[src/rtl/thermconv_pkg.sv]
package thermconv_pkg;

    typedef enum logic [1:0] {
        ST_IDLE   = 2'd0,
        ST_SEARCH = 2'd1,
        ST_DIVIDE = 2'd2,
        ST_FLAG   = 2'd3
    } conv_state_e;

    localparam int STEP_MDEG    = 5000;
    localparam int COLD_MDEG    = -40000;
    localparam int REAL_ENTRIES = 34;

    // Breakpoint code at index idx; index 0 and the last index are sentinels.
    function automatic int tbl_code(int asc, int idx);
        if (asc != 0) begin
            if (idx <= 0)  return 0;
            if (idx >= 35) return 1023;
            if (idx <= 29) return 104 + 2 * idx;
            return 163 + 2 * (idx - 30);
        end
        case (idx)
            0:  return 4095;
            1:  return 3800;  2:  return 3792;  3:  return 3783;  4:  return 3774;
            5:  return 3765;  6:  return 3756;  7:  return 3747;  8:  return 3737;
            9:  return 3728;  10: return 3718;  11: return 3708;  12: return 3698;
            13: return 3688;  14: return 3678;  15: return 3667;  16: return 3656;
            17: return 3645;  18: return 3634;  19: return 3623;  20: return 3611;
            21: return 3600;  22: return 3588;  23: return 3575;  24: return 3563;
            25: return 3550;  26: return 3537;  27: return 3524;  28: return 3510;
            29: return 3496;  30: return 3482;  31: return 3467;  32: return 3452;
            33: return 3437;  34: return 3421;
            default: return 0;
        endcase
    endfunction

    // Breakpoint temperature: sentinels repeat the neighbouring end value.
    function automatic int tbl_temp(int idx);
        int k;
        k = idx - 1;
        if (k < 0) k = 0;
        if (k > REAL_ENTRIES - 1) k = REAL_ENTRIES - 1;
        return COLD_MDEG + STEP_MDEG * k;
    endfunction

endpackage

[src/rtl/thermconv_table.sv]
module thermconv_table
    import thermconv_pkg::*;
#(
    parameter int ASCENDING = 0,
    parameter int IDX_W     = 6,
    parameter int CODE_W    = 12,
    parameter int TEMP_W    = 32
) (
    input  logic [IDX_W-1:0]         idx_i,
    output logic [CODE_W-1:0]        code_o,
    output logic signed [TEMP_W-1:0] temp_o
);

    always_comb begin
        code_o = CODE_W'(tbl_code(ASCENDING, int'(idx_i)));
        temp_o = TEMP_W'(tbl_temp(int'(idx_i)));
    end

endmodule

[src/rtl/thermconv_div.sv]
module thermconv_div #(
    parameter int W     = 25,
    parameter int DVS_W = 12
) (
    input  logic             clk_i,
    input  logic             rst_ni,
    input  logic             start_i,
    input  logic [W-1:0]     dividend_i,
    input  logic [DVS_W-1:0] divisor_i,
    output logic [W-1:0]     quotient_o,
    output logic             done_o
);

    localparam int CNT_W = $clog2(W);

    typedef struct packed {
        logic             busy;
        logic             done;
        logic [CNT_W-1:0] cnt;
        logic [DVS_W-1:0] rem;
        logic [W-1:0]     quo;
        logic [DVS_W-1:0] dvs;
    } div_t;

    div_t            div_d, div_q;
    logic [DVS_W:0]  shifted;
    logic            qbit;

    always_comb begin
        div_d      = div_q;
        div_d.done = 1'b0;
        shifted    = {div_q.rem, div_q.quo[W-1]};
        qbit       = 1'b0;
        if (start_i) begin
            div_d.busy = 1'b1;
            div_d.cnt  = '0;
            div_d.rem  = '0;
            div_d.quo  = dividend_i;
            div_d.dvs  = divisor_i;
        end else if (div_q.busy) begin
            if (shifted >= {1'b0, div_q.dvs}) begin
                qbit      = 1'b1;
                div_d.rem = DVS_W'(shifted - {1'b0, div_q.dvs});
            end else begin
                div_d.rem = shifted[DVS_W-1:0];
            end
            div_d.quo = {div_q.quo[W-2:0], qbit};
            if (div_q.cnt == CNT_W'(W - 1)) begin
                div_d.busy = 1'b0;
                div_d.done = 1'b1;
            end else begin
                div_d.cnt = div_q.cnt + 1'b1;
            end
        end
    end

    always_ff @(posedge clk_i or negedge rst_ni) begin
        if (!rst_ni) div_q <= '0;
        else         div_q <= div_d;
    end

    assign quotient_o = div_q.quo;
    assign done_o     = div_q.done;

endmodule

[src/rtl/thermconv.sv]
module thermconv
    import thermconv_pkg::*;
#(
    parameter int ASCENDING = 0,
    parameter int IN_W      = 16,
    parameter int TEMP_W    = 32
) (
    input  logic                     clk_i,
    input  logic                     rst_ni,
    input  logic                     sample_valid_i,
    input  logic [IN_W-1:0]          sample_code_i,
    output logic signed [TEMP_W-1:0] temp_mdeg_o,
    output logic                     conv_done_o,
    output logic                     conv_invalid_o
);

    localparam int DATA_W     = (ASCENDING != 0) ? 10 : 12;
    localparam int ENTRIES    = (ASCENDING != 0) ? 36 : 35;
    localparam int LAST_IDX   = ENTRIES - 1;
    localparam int IDX_W      = $clog2(ENTRIES);
    localparam int SUM_W      = IDX_W + 1;
    localparam int STEP_W     = 13;
    localparam int NUM_W      = DATA_W + STEP_W;
    localparam int FLOOR_CODE = (ASCENDING != 0) ? tbl_code(ASCENDING, 1)
                                                 : tbl_code(ASCENDING, LAST_IDX);

    typedef struct packed {
        conv_state_e              state;
        logic [IDX_W-1:0]         lo;
        logic [IDX_W-1:0]         hi;
        logic [DATA_W-1:0]        code;
        logic signed [TEMP_W-1:0] base;
        logic signed [TEMP_W-1:0] temp;
        logic                     done;
        logic                     invalid;
    } conv_t;

    conv_t                    conv_d, conv_q;
    logic [DATA_W-1:0]        masked;
    logic [SUM_W-1:0]         idx_sum;
    logic [IDX_W-1:0]         mid, prev_idx;
    logic [DATA_W-1:0]        code_mid, code_prev, span_code, den;
    logic signed [TEMP_W-1:0] temp_mid, temp_prev;
    logic [STEP_W-1:0]        step;
    logic [NUM_W-1:0]         num;
    logic                     go_hi, div_start, div_done;
    logic [NUM_W-1:0]         div_quo;

    assign masked   = sample_code_i[DATA_W-1:0];
    assign idx_sum  = {1'b0, conv_q.lo} + {1'b0, conv_q.hi};
    assign mid      = idx_sum[SUM_W-1:1];
    assign prev_idx = mid - 1'b1;

    thermconv_table #(.ASCENDING(ASCENDING), .IDX_W(IDX_W), .CODE_W(DATA_W), .TEMP_W(TEMP_W))
        u_tbl_mid (.idx_i(mid), .code_o(code_mid), .temp_o(temp_mid));

    thermconv_table #(.ASCENDING(ASCENDING), .IDX_W(IDX_W), .CODE_W(DATA_W), .TEMP_W(TEMP_W))
        u_tbl_prev (.idx_i(prev_idx), .code_o(code_prev), .temp_o(temp_prev));

    generate
        if (ASCENDING != 0) begin : g_rising
            assign go_hi     = code_mid > conv_q.code;
            assign span_code = conv_q.code - code_prev;
            assign den       = code_mid - code_prev;
        end else begin : g_falling
            assign go_hi     = code_mid <= conv_q.code;
            assign span_code = code_prev - conv_q.code;
            assign den       = code_prev - code_mid;
        end
    endgenerate

    assign step = STEP_W'(temp_mid - temp_prev);
    assign num  = NUM_W'(step) * NUM_W'(span_code);

    thermconv_div #(.W(NUM_W), .DVS_W(DATA_W)) u_div (
        .clk_i      (clk_i),
        .rst_ni     (rst_ni),
        .start_i    (div_start),
        .dividend_i (num),
        .divisor_i  (den),
        .quotient_o (div_quo),
        .done_o     (div_done)
    );

    always_comb begin
        conv_d         = conv_q;
        conv_d.done    = 1'b0;
        conv_d.invalid = 1'b0;
        div_start      = 1'b0;
        case (conv_q.state)
            ST_IDLE: begin
                if (sample_valid_i) begin
                    conv_d.code = masked;
                    if (masked < DATA_W'(FLOOR_CODE)) begin
                        conv_d.state = ST_FLAG;
                    end else begin
                        conv_d.lo    = IDX_W'(1);
                        conv_d.hi    = IDX_W'(LAST_IDX);
                        conv_d.state = ST_SEARCH;
                    end
                end
            end
            ST_FLAG: begin
                conv_d.state   = ST_IDLE;
                conv_d.done    = 1'b1;
                conv_d.invalid = 1'b1;
                conv_d.temp    = '0;
            end
            ST_SEARCH: begin
                if (conv_q.lo == conv_q.hi) begin
                    div_start    = 1'b1;
                    conv_d.base  = temp_prev;
                    conv_d.state = ST_DIVIDE;
                end else if (go_hi) begin
                    conv_d.hi = mid;
                end else begin
                    conv_d.lo = mid + 1'b1;
                end
            end
            ST_DIVIDE: begin
                if (div_done) begin
                    conv_d.temp  = conv_q.base + TEMP_W'(div_quo);
                    conv_d.done  = 1'b1;
                    conv_d.state = ST_IDLE;
                end
            end
            default: conv_d.state = ST_IDLE;
        endcase
    end

    always_ff @(posedge clk_i or negedge rst_ni) begin
        if (!rst_ni) conv_q <= '0;
        else         conv_q <= conv_d;
    end

    assign temp_mdeg_o    = conv_q.temp;
    assign conv_done_o    = conv_q.done;
    assign conv_invalid_o = conv_q.invalid;

endmodule

[config.mk]
export PLATFORM = sky130hd
export DESIGN_NAME = thermconv
export DESIGN_NICKNAME = d
export VERILOG_FILES = /design/src/rtl/thermconv_pkg.sv /design/src/rtl/thermconv_table.sv /design/src/rtl/thermconv_div.sv /design/src/rtl/thermconv.sv
export SDC_FILE = /design/constraint.sdc
export NUM_CORES = 1
export LEC_CHECK = 0
export ABC_AREA = 1
export BUFFER_PORTS_ARGS = -buffer_cell sky130_fd_sc_hd__buf_2
export CORE_MARGIN = 5
export CORE_UTILIZATION = 40
export CTS_CLUSTER_SIZE = 25
export DETAILED_ROUTE_END_ITERATION = 10
export PLACE_DENSITY = 0.66
export SLEW_MARGIN = 15
export SYNTH_ARGS = -nofsm -noshare
export SYNTH_HDL_FRONTEND = slang
export SYNTH_MEMORY_MAX_BITS = 65536
export SYNTH_SLANG_ARGS = --single-unit
[constraint.sdc]
create_clock -name clk_i -period 17.5 [get_ports clk_i]
set_input_delay 0 -clock clk_i [delete_from_list [all_inputs] [get_ports clk_i]]
set_output_delay 0 -clock clk_i [all_outputs]
set_load 0.01 [all_outputs]
==> results.toml <==
[synthesis]
synth-edff-count = 0
synth-async-reset-ratio_pct = 100.0
ys_seq_area_share_pct = 20.99
syn-cell-area_mm2 = 0.01693
yosys-top-cells-area = "dfrtp_1 (21%), ha_1 (17%), nand2_1 (12%)"
synth_top_area_share_pct = 20.99
synth_seq_cells = 142
synth_cell_types = 59
yosysWarnings = 0
synthesis.nets = 2659
syn-instance-count = 2320
ys.flop_type = "dfrtp_1"
synth_top_area_cell = "dfrtp_1"
avgSynthCellArea_um2 = 7.298

[setup_path]
r2r_start = "conv_q[78]"
setup.worst_path.start = "conv_q[78]"
critPathArrivalTime_ns = 14.50
cp_slowest_cell = "fa_1"
max_stage_delay_ns = 0.62
cp_common_cell = "nand2_1"
cp_max_fo = 16
critical_path.startpoint_type = "flip-flop"
crit_type = "flip-flop to flip-flop"
required_ns = 17.80
endpoint_kind = "flip-flop"

[grt]
grt_max_degree = 86
track_usage_pct = 19.60
grt_pass1_vias = 15150
grt_pass1_wl_um = 75390
overflow = 0
antenna_found_initial = 0

[timing]
fin_crit_ns = 14.19
finalCritPeriodShare_pct = 81.09
tns_ns = 0
setup_viol = 0
clock_skew_ns = 0.008722
grt_setup_unrepaired = "false"
max_slew_margin_pct = 24.55
hold_violations = 0
worstMarginPinSlew_ns = 1.132
final_max_slew_viol_count = 0
clock.fmax_mhz = 70.47

[clock_network]
cts_made_buffers = 17
htreeDepth = 4
cts-root-buf = "clkbuf_16"
cts_tree = "built"
clock-sinks = 142
clk_path_buf_depth = 2
post_cts_buffers = 0
clk-insertion-delay-late_ns = 0.45
clk_pin_slew_ns = 0.07

[final_layout]
instances_no_fill = 2879
drive_gt1_share_pct = 6.111
layout_common_cells = "nand2_1 (530), inv_1 (404), ha_1 (224)"
final_common_cell = "nand2_1"
num-fill-cells = 4230
antenna_cells = 0
synthToLayoutAreaGrowth_pct = 7.227
num-nets-final = 2666
final_area_mm2 = 0.01816

[placement]
dpl.hpwl_um = 35840
io_buffers = 48
gp_congestion = 0.9214
placed_area_mm2 = 0.01745
dp_cells = 2833

[floorplanning]
die_y_um = 215.7
num_rows = 75
die_area_mm2 = 0.04655
die_w_um = 215.7
core-area_mm2 = 0.04195
ios = 53
start_util_pct = 40.37

[detailed_routing]
drt_iter0_drc = 1155
ant_nets = 0
drt-total-wl_um = 45130
wire_per_inst_um = 15.68
first_pass_iters = 5
drcViolationCount = 0
avgViaCountPerCell = 5.272
num_vias = 15180

[job]
drv_cap = 0

[min_path]
worst_hold_path_type = "input port to async pin"

[outcome]
status = "completed"
==> repair_timing <==
action                                 in CTS  in global routing
hold buffers                               14                  0
resized for setup                           0                  0
endpoints found under the hold margin      97                  0
==> through the flow <==
| step | util [%] | setup slack, ns | hold WS (ns) |
|---|---|---|---|
| floorplan | - | 5.315 | -0.2956 |
| global placement | 41.60 | 3.670 | 0.1006 |
| detailed placement | 41.60 | 3.451 | 0.1101 |
| CTS | 43.26 | 3.411 | 0.1940 |
| global route | 43.28 | 2.268 | 0.2452 |
| finish | 43.28 | 3.309 | 0.1741 |
==> registers in the layout, summed over array words and instances, names as in the netlist <==
signal,flops
conv_q,52
u_div.quotient_o,25
u_div.done_o,1
u_div.div_q,30
conv_done_o,1
conv_invalid_o,1
temp_mdeg_o,32
==> cell usage after synthesis (4+ instances only) <==
master,n
nand2_1,530
inv_1,404
ha_1,224
o21ai_0,189
nor2_1,150
a21oi_1,148
dfrtp_1,142
fa_1,96
nand3_1,84
clkbuf_1,36
buf_4,34
xor2_1,32
nor3_1,25
nand4_1,23
or2_2,20
o211ai_1,16
o221ai_1,16
nand2_2,13
xnor2_1,11
a31oi_1,10
a21o_1,7
clkinv_1,7
o31ai_1,7
a211oi_1,6
a21boi_0,6
nor4_1,6
o21bai_1,6
o22ai_1,6
nand3_2,5
a32o_1,4
buf_1,4
o2111ai_1,4
==> cell families (layout without fill, tap and decap cells) <==
group | after synthesis | count (layout) | share of synthesized area, %
AOI/OAI and AO/OA | 449 | 449 | 15.12
xor gates and xnor gates | 45 | 45 | 2.416
adders and majority gates | 320 | 320 | 27.90
buffers and inverters | 494 | 514 | 11.86
DFF | 142 | 142 | 20.99
other | 1 | 1 | 0.02215
and+or+nand+nor | 869 | 869 | 21.70
==> final timing paths <==
path	to	slack, ns	depth (start not counted)
setup reg to reg	u_div.quotient_o[24]	3.31	66
hold reg to reg	temp_mdeg_o[16]	0.47	2
min in group clk_i	conv_q[75]	0.32	4
setup / recovery	u_div.quotient_o[24]	3.31	66
hold / removal	temp_mdeg_o[27]	0.17	2
max in group asynchronous	conv_q[66]	16.00	3
==> critical path: cells and delay by family, from the launching register on <==
kind	cells	cell delay (ns)
buf+inv	13	1.39
fa+ha+maj	18	7.00
compound gates	5	0.99
flops	1	0.40
simple gates	29	3.92
xor+xnor	1	0.31
==> area by class of cell <==
cell class | instances | area [um2] | area share, %
clock buffers | 20 | 456.7 | 2.515
clock inverters | 12 | 100.1 | 0.5513
inverters | 414 | 1554 | 8.559
multi-input cells | 1684 | 11390 | 62.71
flip-flops and latches | 142 | 3553 | 19.57
well taps | 539 | 674.4 | 3.714
repair buffers | 68 | 431.7 | 2.378
==> routing by layer <==
| layer | vias to the layer above | track usage, % | routed length [um] |
|---|---|---|---|
| met4 | 0 | 7.083 | 1420 |
| met5 | - | 0 | 0 |
| met1 | 7172 | 25.86 | 20500 |
| met3 | 89 | 3.181 | 2172 |
| met2 | 395 | 32.63 | 21040 |
| li1 | 7523 | - | - |
Power is not shown: default switching activity piles up to over one toggle a cycle in this logic, so the estimate is an artifact.
